<file path="config.mk">
export PLATFORM = sky130hd
export DESIGN_NAME = tcnt_timer
export DESIGN_NICKNAME = d
export VERILOG_FILES = /design/src/rtl/tcnt_pkg.sv /design/src/rtl/tcnt_byte_asm.sv /design/src/rtl/tcnt_core.sv /design/src/rtl/tcnt_timer.sv
export SDC_FILE = /design/constraint.sdc
export NUM_CORES = 1
export LEC_CHECK = 0
export BUFFER_PORTS_ARGS = -buffer_cell sky130_fd_sc_hd__buf_2
export CAP_MARGIN = 20
export CORE_UTILIZATION = 60
export DETAILED_ROUTE_END_ITERATION = 8
export PLACE_DENSITY = 0.89
export SYNTH_ARGS = -nofsm -noshare
export SYNTH_HDL_FRONTEND = slang
export SYNTH_SLANG_ARGS = --single-unit
</file>
<file path="constraint.sdc">
create_clock -name clk_i -period 5.3 [get_ports clk_i]
set_input_delay 0 -clock clk_i [delete_from_list [all_inputs] [get_ports clk_i]]
set_output_delay 0 -clock clk_i [all_outputs]
set_load 0.005 [all_outputs]
</file>
<file path="src/rtl/tcnt_pkg.sv">
package tcnt_pkg;
    typedef enum logic {
        MODE_IRQ    = 1'b0,
        MODE_STROBE = 1'b1
    } tmode_e;
endpackage

</file>
<file path="src/rtl/tcnt_byte_asm.sv">
module tcnt_byte_asm
    import tcnt_pkg::*;
#(
    parameter int BYTE_W = 8
) (
    input  logic                  clk_i,
    input  logic                  rst_i,
    input  tmode_e                mode_i,
    input  logic                  wr_en_i,
    input  logic [BYTE_W-1:0]     wr_data_i,
    input  logic                  wr_hi_i,
    input  logic                  two_byte_i,
    output logic                  load_o,
    output logic [2*BYTE_W-1:0]   value_o,
    output logic                  halt_o
);
    localparam int CNT_W = 2 * BYTE_W;

    typedef struct packed {
        logic [BYTE_W-1:0] lo;
        logic              halt;
    } asm_t;

    asm_t st_q, st_d;

    always_comb begin
        st_d    = st_q;
        load_o  = wr_en_i && (!two_byte_i || wr_hi_i);
        if (two_byte_i) begin
            value_o = {wr_data_i, st_q.lo};
        end else if (wr_hi_i) begin
            value_o = {wr_data_i, {BYTE_W{1'b0}}};
        end else begin
            value_o = {{BYTE_W{1'b0}}, wr_data_i};
        end
        if (wr_en_i && two_byte_i && !wr_hi_i) begin
            st_d.lo   = wr_data_i;
            st_d.halt = (mode_i == MODE_IRQ);
        end
        if (load_o || mode_i == MODE_STROBE) begin
            st_d.halt = 1'b0;
        end
    end

    always_ff @(posedge clk_i) begin
        if (rst_i) begin
            st_q <= '{lo: '0, halt: 1'b0};
        end else begin
            st_q <= st_d;
        end
    end

    assign halt_o = st_q.halt;


    strobe_no_halt_chk: assert property (@(posedge clk_i) disable iff (rst_i)
        (mode_i == MODE_STROBE) |=> !halt_o);

    logic unused_w;
    assign unused_w = (CNT_W == 0);
endmodule

</file>
<file path="src/rtl/tcnt_core.sv">
module tcnt_core
    import tcnt_pkg::*;
#(
    parameter int CNT_W = 16
) (
    input  logic              clk_i,
    input  logic              rst_i,
    input  tmode_e            mode_i,
    input  logic              gate_i,
    input  logic              wr_any_i,
    input  logic              load_req_i,
    input  logic [CNT_W-1:0]  load_val_i,
    input  logic              halt_i,
    output logic              out_o,
    output logic [CNT_W-1:0]  count_o
);
    localparam logic [CNT_W-1:0] CNT_ONE = CNT_W'(1);

    typedef struct packed {
        logic [CNT_W-1:0] cnt;
        logic [CNT_W-1:0] cr;
        logic             pend;
        logic             valid;
        logic             armed;
        logic             out;
        tmode_e           mode;
    } core_t;

    core_t st_q, st_d;
    logic  reinit, dec_en, tc_hit;

    always_comb begin
        st_d   = st_q;
        reinit = (mode_i != st_q.mode);
        dec_en = st_q.valid && gate_i && !halt_i && !st_q.pend;
        tc_hit = dec_en && st_q.armed && (st_q.cnt == CNT_ONE);

        if (dec_en) begin
            st_d.cnt = st_q.cnt - CNT_ONE;
        end
        if (st_q.mode == MODE_STROBE) begin
            st_d.out = !tc_hit;
        end else if (tc_hit) begin
            st_d.out = 1'b1;
        end
        if (tc_hit) begin
            st_d.armed = 1'b0;
        end
        if (st_q.pend) begin
            st_d.cnt   = st_q.cr;
            st_d.valid = 1'b1;
            st_d.armed = 1'b1;
            st_d.pend  = 1'b0;
        end
        if (wr_any_i && st_q.mode == MODE_IRQ) begin
            st_d.out = 1'b0;
        end
        if (load_req_i) begin
            st_d.cr   = load_val_i;
            st_d.pend = 1'b1;
        end
        if (reinit) begin
            st_d.mode  = mode_i;
            st_d.cnt   = st_q.cnt;
            st_d.valid = 1'b0;
            st_d.armed = 1'b0;
            st_d.pend  = 1'b0;
            st_d.out   = (mode_i == MODE_STROBE);
        end
    end

    always_ff @(posedge clk_i) begin
        if (rst_i) begin
            st_q <= '{cnt: '0, cr: '0, pend: 1'b0, valid: 1'b0, armed: 1'b0,
                      out: (mode_i == MODE_STROBE), mode: mode_i};
        end else begin
            st_q <= st_d;
        end
    end

    assign out_o   = st_q.out;
    assign count_o = st_q.cnt;


    gate_freeze_chk: assert property (@(posedge clk_i) disable iff (rst_i)
        (!gate_i && !st_q.pend) |=> $stable(st_q.cnt));


    halt_freeze_chk: assert property (@(posedge clk_i) disable iff (rst_i)
        (halt_i && !st_q.pend) |=> $stable(st_q.cnt));


    load_copy_chk: assert property (@(posedge clk_i) disable iff (rst_i)
        (st_q.pend && mode_i == st_q.mode) |=> (st_q.cnt == $past(st_q.cr)));


    irq_rise_chk: assert property (@(posedge clk_i) disable iff (rst_i)
        ($rose(st_q.out) && st_q.mode == MODE_IRQ) |-> (st_q.cnt == '0));


    strobe_width_chk: assert property (@(posedge clk_i) disable iff (rst_i)
        (st_q.mode == MODE_STROBE && mode_i == MODE_STROBE && !st_q.out) |=> st_q.out);
endmodule

</file>
<file path="src/rtl/tcnt_timer.sv">
module tcnt_timer
    import tcnt_pkg::*;
#(
    parameter int BYTE_W = 8,
    localparam int CNT_W = 2 * BYTE_W
) (
    input  logic              clk_i,
    input  logic              rst_i,
    input  logic              gate_i,
    input  logic              mode_i,
    input  logic              wr_en_i,
    input  logic [BYTE_W-1:0] wr_data_i,
    input  logic              wr_hi_i,
    input  logic              two_byte_i,
    output logic              out_o,
    output logic [CNT_W-1:0]  count_o
);
    tmode_e           mode_sel;
    logic             load_req;
    logic [CNT_W-1:0] load_val;
    logic             halt;

    assign mode_sel = tmode_e'(mode_i);

    tcnt_byte_asm #(.BYTE_W(BYTE_W)) u_asm (
        .clk_i      (clk_i),
        .rst_i      (rst_i),
        .mode_i     (mode_sel),
        .wr_en_i    (wr_en_i),
        .wr_data_i  (wr_data_i),
        .wr_hi_i    (wr_hi_i),
        .two_byte_i (two_byte_i),
        .load_o     (load_req),
        .value_o    (load_val),
        .halt_o     (halt)
    );

    tcnt_core #(.CNT_W(CNT_W)) u_core (
        .clk_i      (clk_i),
        .rst_i      (rst_i),
        .mode_i     (mode_sel),
        .gate_i     (gate_i),
        .wr_any_i   (wr_en_i),
        .load_req_i (load_req),
        .load_val_i (load_val),
        .halt_i     (halt),
        .out_o      (out_o),
        .count_o    (count_o)
    );
endmodule

</file>
Yosys cells after proc, flatten, opt, wreduce, memory -nomap -nowiden
Cells that the tools add are included.

Register bits after elaboration: 46. Input port bits: 15. Logic and storage cells: 50.

$add $sub $neg: 1. Equality and inequality tests: 2. Multiplexer cells: 12. Bitwise gates (word level): 3. Reductions and logical operators: 23.

Operator list (number): 16-bit two-way mux (4); 16-bit by 1-bit == test with 1-bit output, second input constant (1); 16-bit by 1-bit subtractor with 16-bit output, second input constant (1); 1-bit logical AND (9); 1-bit two-way mux (6); 2-bit nonzero test (3); 1-bit logical NOT (5); 5-bit nonzero test (1); 2-bit two-way mux (2); 2-bit OR reduction (2); 1-bit inverter (3); 1-bit logical OR (2); 2-bit AND reduction (1); 1-bit inequality test (1).

Depth between registers and ports, before layout
Gate-level depths: netlist (run 1).

Depth in word-level cells: 10. Depth in mapped cells: 9. Mapped depth without buffers: 6.

By module
Synthesis (run 1) repeated with hierarchy kept, for this count alone.

Cell total of the unflattened synthesis: 317. Area, all modules: 2612.5 um2.

By module, submodules not included: tcnt_core (instances 1, cells each 240, area each 1995.7 um2); tcnt_byte_asm (instances 1, cells each 77, area each 616.8 um2).

Worst setup path after synthesis (run 1)
No wires, ideal clock.

Path kind: register to register. From: register u_core.st_q[0] in the netlist's numbering. To: register u_core.st_q, in the netlist u_core.count_o[9]. Setup time: 0.131 ns. Arrival: 1.857 ns. Required time: 5.169 ns. Slack: 3.311 ns. Cell stages (with the launch flop): 9. Path buffers: 2. Period minus slack after synthesis: 1.989 ns. Cell sequence: edfxtp_1 inv_1 ha_1 clkbuf_1 nand4b_1 clkbuf_1 or4_1 o211ai_1 o22ai_1.

Cells in the longest elaborated chain, start to end: 3.

Ends and longest elaborated chain: start: declaration (RTL line tcnt_core.sv:29) `core_t st_q, st_d;`; start signal: assignment (RTL line tcnt_core.sv:74) `st_q <= '{cnt: '0, cr: '0, pend: 1'b0, valid: 1'b0, armed: 1'b0,`; start signal: assignment (RTL line tcnt_core.sv:77) `st_q <= st_d;`; 1-bit inequality test (RTL line tcnt_core.sv:34) `reinit = (mode_i != st_q.mode);`; 1-bit inverter (no source line); 2-bit AND reduction (no source line).

Every way passes these cells. A chain may end at the register's enable or synchronous reset.

Worst setup path after layout (run 1)
From: register u_core.st_q[0] in the netlist's numbering. To: register u_core.st_q, in the netlist u_core.count_o[10].

The elaborated chain is that of the path after synthesis.

==> run metrics, run 1 <==
Design Area, Final around 2600 um^2; Psw 0.238 mW; most common flop cell mapped by yosys dfxtp_1; DIE WIDTH about 65 um; Yosys cell types 52; Avg Vias per Cell 6.36; min-delay worst type input pin to flip-flop; # IOs 32; syn_area_per_cell 8.44 um^2; Mapped Area 2380 um^2; vias in the first global route 1,907; GRT Overall Usage 27.8%; H-tree depth 2; clk_skew around 0.011 ns; Max-slew headroom 44.1%; Worst-Margin Slew 0.839 ns; Async SR Flop Fraction 0%; Hold Fails Final Rpt 0; drt total wl 5600 um; worst-case vdd ir drop 171 uV; Post-route DRC 0; clock root cell clkbuf_8; crit path max fanout 11; port bufs 31; layout cell share with drive strength beyond 1 roughly 15%; Sequential Power Share 47.9%; GP Congestion 0.889; CP arrival approximately 2.5 ns; combinational share of power a little over a fifth; clock sinks 46; global-route wire length before repair 8990 um; RSZ-0062 raised after global routing no; CTS tree yes; CP Class flip-flop to flip-flop; Post-CTS Resized 0; worst reg-to-reg setup slack 2.98 ns; clock share of power 31.0%; TritonCTS Buffers 5; power per cell area roughly 310 nW/um^2; clock transition at the registers of the reported paths roughly 0.09 ns; drt pass-1 iters 6; Post-DRT Antenna Nets 0; final setup vio count 0; Int Pwr roughly 0.56 mW; area delta synth->final 9.31%; Worst setup EP type flip-flop; Core ar. 3740 um^2; Cells after Synth 282; Overflow after GRT 0; Switching Fraction 29.8%; Lkg Pwr 1.09 nW; Vias ~2,200; Synth Register Bits between 40 and 50; clk_lat worst skew 0.31 ns; fin nets 313; Final Cycle Share 43.8%; hold slack around 0.025 ns; Initial Util between 60% and 70%; Critical Path RT 5.47 ns; WL per Instance roughly 16 um; number of DRC markers in iteration 0 398; final slew viol count 0; setup TNS 0 ns; placed wire-length estimate 3720 um; DIE AREA between 4000 and 5000 um^2; placed cell areas 2400 um^2; EDFF count, synth 2; pin count of the biggest net entering global routing 51; # rows 22; f_max 431 MHz; antenna violations before repair 0; Critical Path Start Type flip-flop; Max-Cap Viols 0; Filler Cell Count 321; register area share after synthesis around 40%; ant diodes 0; die height 65.0 um; Ys Warns 0; min cycle time layout 2.32 ns; Syn Nets 300; status completed; deepest clock path buffer count 2
-- routing by layer --
layer | GRT usage (%) | vias up | wire length [um] | share of wire, %
li1 | - | 1042 | - | -
met1 | 35.5 | 1016 | 2410 | 43
met2 | 44.3 | 110 | 2630 | 47
met3 | 7.75 | 19 | 452 | 8.1
met4 | 10.3 | 0 | 99 | 1.8
met5 | 0 | - | 0 | 0
-- cells in the final DEF, fill, tap and decap left out, types with 2 or more instances in the layout --
cell / netlist / layout
dfxtp_1: 44 / 44
nor2_1: 39 / 39
buf_2: 1 / 31
nand2_1: 20 / 20
a22oi_1: 17 / 17
a21oi_1: 11 / 11
o21ai_0: 9 / 9
mux2i_1: 9 / 9
dlygate4sd3_1: 0 / 9
inv_1: 7 / 7
or4_1: 7 / 7
a22o_1: 7 / 7
nor3_1: 6 / 6
nor4_1: 6 / 6
nand2b_1: 5 / 5
a31oi_1: 5 / 5
clkbuf_8: 0 / 5
o22ai_1: 4 / 4
o21a_1: 3 / 3
and2_1: 3 / 3
nand3_1: 3 / 3
and3_1: 3 / 3
ha_1: 3 / 3
nand4b_1: 2 / 2
a2bb2oi_1: 2 / 2
o41ai_1: 2 / 2
nor3b_1: 2 / 2
nand3b_1: 2 / 2
a211oi_1: 2 / 2
buf_4: 16 / 2
edfxtp_1: 2 / 2
-- final timing paths --
path                                                   from                         endpoint  depth (start not counted)
worst max-delay path               u_core.st_q[0]$_DFFE_PP_  u_core.count_o[10]$_SDFFE_PP0P_                          6
worst min-delay path                                wr_hi_i        u_core.st_q[4]$_SDFF_PP0_                          3
worst min register to register  u_core.st_q[2]$_SDFFE_PP0P_      u_core.st_q[2]$_SDFFE_PP0P_                          1
worst max register to register     u_core.st_q[0]$_DFFE_PP_  u_core.count_o[10]$_SDFFE_PP0P_                          6
-- per-stage QoR --
stage / instances / setup slack [ns] / power [mW] / utilization (%)
detailed placement: 326 / 3.03 / 0.546 / 64.1
finish: 344 / 2.98 / 0.798 / 69.5
global route: 344 / 2.79 / 0.831 / 69.5
floorplan: 282 / 3.31 / 0.514 / -
CTS: 343 / 3.02 / 0.792 / 69.3
global placement: 326 / 3.11 / 0.542 / 64.1
-- cells by family after synthesis --
kind of cell             after synthesis  synth area share, %
AND/OR/NAND/NOR                      106                 22.9
XOR/XNOR                               1                0.368
multiplexers                          10                 4.26
adder cells (fa/ha/maj)                3                 1.58
AO/OA/AOI/OAI                         73                 21.7
flip-flops                            46                 39.5
buffers and inverters                 43                 9.67
-- Yosys cell counts, types with 2 or more instances --
library cell	n	area, um^2
edfxtp_1	2	60.1
mux2i_1	9	90.1
clkbuf_1	18	67.6
buf_4	16	120
ha_1	3	37.5
a2bb2oi_1	2	17.5
dfxtp_1	44	881
o21ai_0	9	45.0
nand3b_1	2	15.0
nand4b_1	2	17.5
and2_1	3	18.8
o22ai_1	4	25.0
nor3_1	6	30.0
nand2b_1	5	31.3
a21oi_1	11	55.1
a22oi_1	17	128
and3_1	3	18.8
nor4_1	6	37.5
nand2_1	20	75.1
a211oi_1	2	15.0
nor2_1	39	146
a31oi_1	5	31.3
nand3_1	3	15.0
inv_1	7	26.3
a22o_1	7	61.3
o21a_1	3	22.5
or4_1	7	52.6
o41ai_1	2	17.5
nor3b_1	2	15.0
-- timing repair --
action | 4_1_cts | 5_1_grt
buffers inserted | 0 | 0
hold endpoints to repair | 17 | 0
hold buffers | 9 | 0
-- power groups by stage --
stage | clock, mW | sequential (mW) | combinational (mW)
6_report | 0.247 | 0.383 | 0.168
5_1_grt | 0.263 | 0.385 | 0.184
4_1_cts | 0.246 | 0.382 | 0.164
3_5_place_dp | 0 | 0.390 | 0.156
3_3_place_gp | 0 | 0.389 | 0.153
2_1_floorplan | 0 | 0.385 | 0.129
-- state kept, by name, indices dropped and copies added, names as in the netlist --
signal and flops:
u_core.st_q 20, u_core.count_o 16, u_core.out_o 1, u_asm.halt_o 1, u_asm.st_q 8
-- layout make-up --
| class | count | area (um^2) | area share [%] |
|---|---|---|---|
| clock buffer | 7 | 97.6 | 3.75 |
| clock inverter | 1 | 7.51 | 0.289 |
| inverter | 7 | 26.3 | 1.01 |
| multi-input combinational | 193 | 1210 | 46.5 |
| sequential | 46 | 941 | 36.2 |
| tap | 48 | 60.1 | 2.31 |
| timing repair buffer | 42 | 260 | 10.0 |
-- critical path: stages, from the launching register on --
cell      delay (ns)
edfxtp_1        0.40
inv_1           0.06
ha_1            0.45
nand4b_1        0.41
or4_1           0.61
a31oi_1         0.16
o21ai_0         0.08
Note: power is estimated with default switching activity, not from simulation.
==> inputs of run 2 (changes only) <==
Settings changed: CORE_UTILIZATION 60 to 57, PLACE_DENSITY 0.89 to 0.85.
Clock period 5.3 ns to 2.42 ns, I/O delays scaled along.
==> run 2 against run 1 <==
  * Clock power is 100% higher
  * Critical path depth down 2
  * Sequential power is 120% higher
==> run metrics, run 2 (synthesis results as in run 1) <==
clock sinks 46 (unchanged); Psw 0.510 mW (+110%); drt total wl 5340 um (-4.7%); Overflow after GRT 0 (unchanged); Max-Cap Viols 0 (unchanged); WL per Instance 15.2 um (-6.3%); most frequent CP cell or4_1; crit path max fanout 8 (-3); Worst setup EP type flip-flop; pin count of the biggest net entering global routing 50 (-2.0%); # IOs 32 (unchanged); Sequential Power Share 49.1% (+1.2 points); Core ar. 4000 um^2 (+6.9%); fin nets 317 (+1.3%); max reg flops 20 (unchanged); Worst-Margin Slew 0.534 ns (-0.304 ns); area occupied by multi-input gates 1210 um^2 (unchanged); DIE WIDTH 66.6 um (+2.5%); clk_skew 0.00524 ns (-0.00560 ns); min cycle time layout 2.02 ns (-0.303 ns); drt pass-1 iters 4 (-2); Hold Fails Final Rpt 0 (unchanged); Sequential Area 941 um^2 (unchanged); Switching Fraction 29.9% (+0.062 points); Critical Path RT 2.59 ns (-2.88 ns); GP Congestion 0.869 (-2.2%); Post-DRT Antenna Nets 0 (unchanged); TritonCTS Buffers 5 (unchanged); CP arrival 2.19 ns (-0.30 ns); H-tree depth 2 (unchanged); clock root cell clkbuf_8; area delta synth->final 10.2%; Critical Path Start Type flip-flop; min-delay worst type input pin to flip-flop; status completed; CP delay by family, top simple AND/OR/NAND/NOR gates; setup TNS 0 ns (unchanged); Max-slew headroom 64.3% (+20 points); Avg Vias per Cell 5.99 (-5.8%); Post-route DRC 0 (unchanged); global-route wire length before repair 8940 um (-0.53%); hold slack 0.0675 ns (+0.0430 ns); clock transition at the registers of the reported paths 0.09 ns (about the same); number of DRC markers in iteration 0 250 (-37%); deepest clock path buffer count 2 (unchanged); antenna violations before repair 0 (unchanged); GRT Overall Usage 26.7% (-1.0 points); Worst path slowest cell or4_1; Filler Cell Count 349 (+8.7%); Vias 2,096 (-4.2%); Tot Pwr 1.70 mW (+110%); power per cell area 650 nW/um^2 (+110%); ant diodes 0 (unchanged); DIE AREA 4440 um^2 (+5.1%); CP Class flip-flop to flip-flop; Lkg Pwr 1.11 nW (+1.8%); clock share of power 29.5% (-1.5 points); commonest non-fill, non-tap cell in the layout dfxtp_1; Post-CTS Setup Inserts 0 (unchanged); clk_lat worst skew 0.30 ns (about the same); die height 66.6 um (+2.5%); final slew viol count 0 (unchanged); port bufs 31 (unchanged); RSZ-0062 raised after global routing no; Final Cycle Share 83.3% (+40 points); final setup vio count 0 (unchanged); Cell Chain, Critical Path or4_1 > or4_1 > a31oi_1 > o21ai_0; layout cell share with drive strength beyond 1 16.7% (+1.5 points); worst-case vdd ir drop 425 uV (+150%); vias in the first global route 1,956 (+2.6%); number of buffer and inverter stages on the critical path 0 (-1); most frequent cells in the layout 44 x dfxtp_1, 39 x nor2_1, 31 x buf_2, 20 x nand2_1, 17 x a22oi_1; f_max 496 MHz (+15%); # rows 23 (+4.5%); placed wire-length estimate 3640 um (-2.4%); CTS tree yes; combinational share of power 21.4% (+0.3 points); CP peak stage delay 0.69 ns (+0.08 ns); Initial Util 59.5% (-4.1 points); Int Pwr 1.19 mW (+110%); Top reg by flops u_core.st_q
run 2: cell types whose count changed in the layout (fill, tap and decap cells not counted), sizes merged:
cell and change:
clkbuf -1, clkinv +1, clkinvlp -1, inv +1
buf +4
run 2: worst register-to-register path, cell delays in order (launching register included):
cell,delay [ns]
dfxtp_1,0.38
or4_1,0.69
or4_1,0.56
a31oi_1,0.16
o21ai_0,0.09
run 2: worst paths after layout:
| check | to | slack [ns] | cells past startpoint | startpoint |
|---|---|---|---|---|
| max | u_core.count_o[10]$_SDFFE_PP0P_ | 0.40 | 4 | u_core.count_o[6]$_SDFFE_PP0P_ |
| min | u_core.st_q[7]$_SDFFE_PP0P_ | 0.07 | 4 | wr_hi_i |
| min reg2reg | u_core.st_q[2]$_SDFFE_PP0P_ | 0.47 | 1 | u_core.st_q[2]$_SDFFE_PP0P_ |
| max reg2reg | u_core.count_o[10]$_SDFFE_PP0P_ | 0.40 | 4 | u_core.count_o[6]$_SDFFE_PP0P_ |
run 2: area by class of cell:
type,instances,share of cell area [%]
Inverter,7,1.00
Tap cell,50,2.39
Sequential cell,46,35.9
Clock buffer,6,3.15
Multi-Input combinational cell,193,46.1
Clock inverter,2,0.429
Timing Repair Buffer,46,11.1
run 2: timing repair:
item | CTS | global route
hold buffers | 9 | 0
resized for setup | 0 | 0
hold endpoints to repair | 17 | 0
run 2: power groups by stage:
stage / registers (mW) / clock network [mW] / logic [mW]
after floorplan: 0.842 / 0 / 0.283
after global placement: 0.851 / 0 / 0.344
after detailed placement: 0.854 / 0 / 0.349
after CTS: 0.836 / 0.503 / 0.362
after global routing: 0.843 / 0.534 / 0.407
final: 0.837 / 0.502 / 0.365
run 2: metal layers:
metal  vias up  global-route usage, %  wire [um]
li1       1046                      -          -
met1       972                   34.7       2550
met2        68                   43.7       2410
met3        10                   4.97        263
met4         0                   9.84        113
met5         -                      0          0
run 2: stage by stage:
step | util (%) | area, um^2 | setup slack (ns) | cells
2_1_floorplan | - | 2380 | 0.431 | 282
4_1_cts | 65.6 | 2620 | 0.434 | 350
5_1_grt | 65.6 | 2620 | 0.271 | 350
3_3_place_gp | 61.0 | 2440 | 0.509 | 333
6_report | 65.6 | 2620 | 0.405 | 350
3_5_place_dp | 61.0 | 2440 | 0.447 | 333
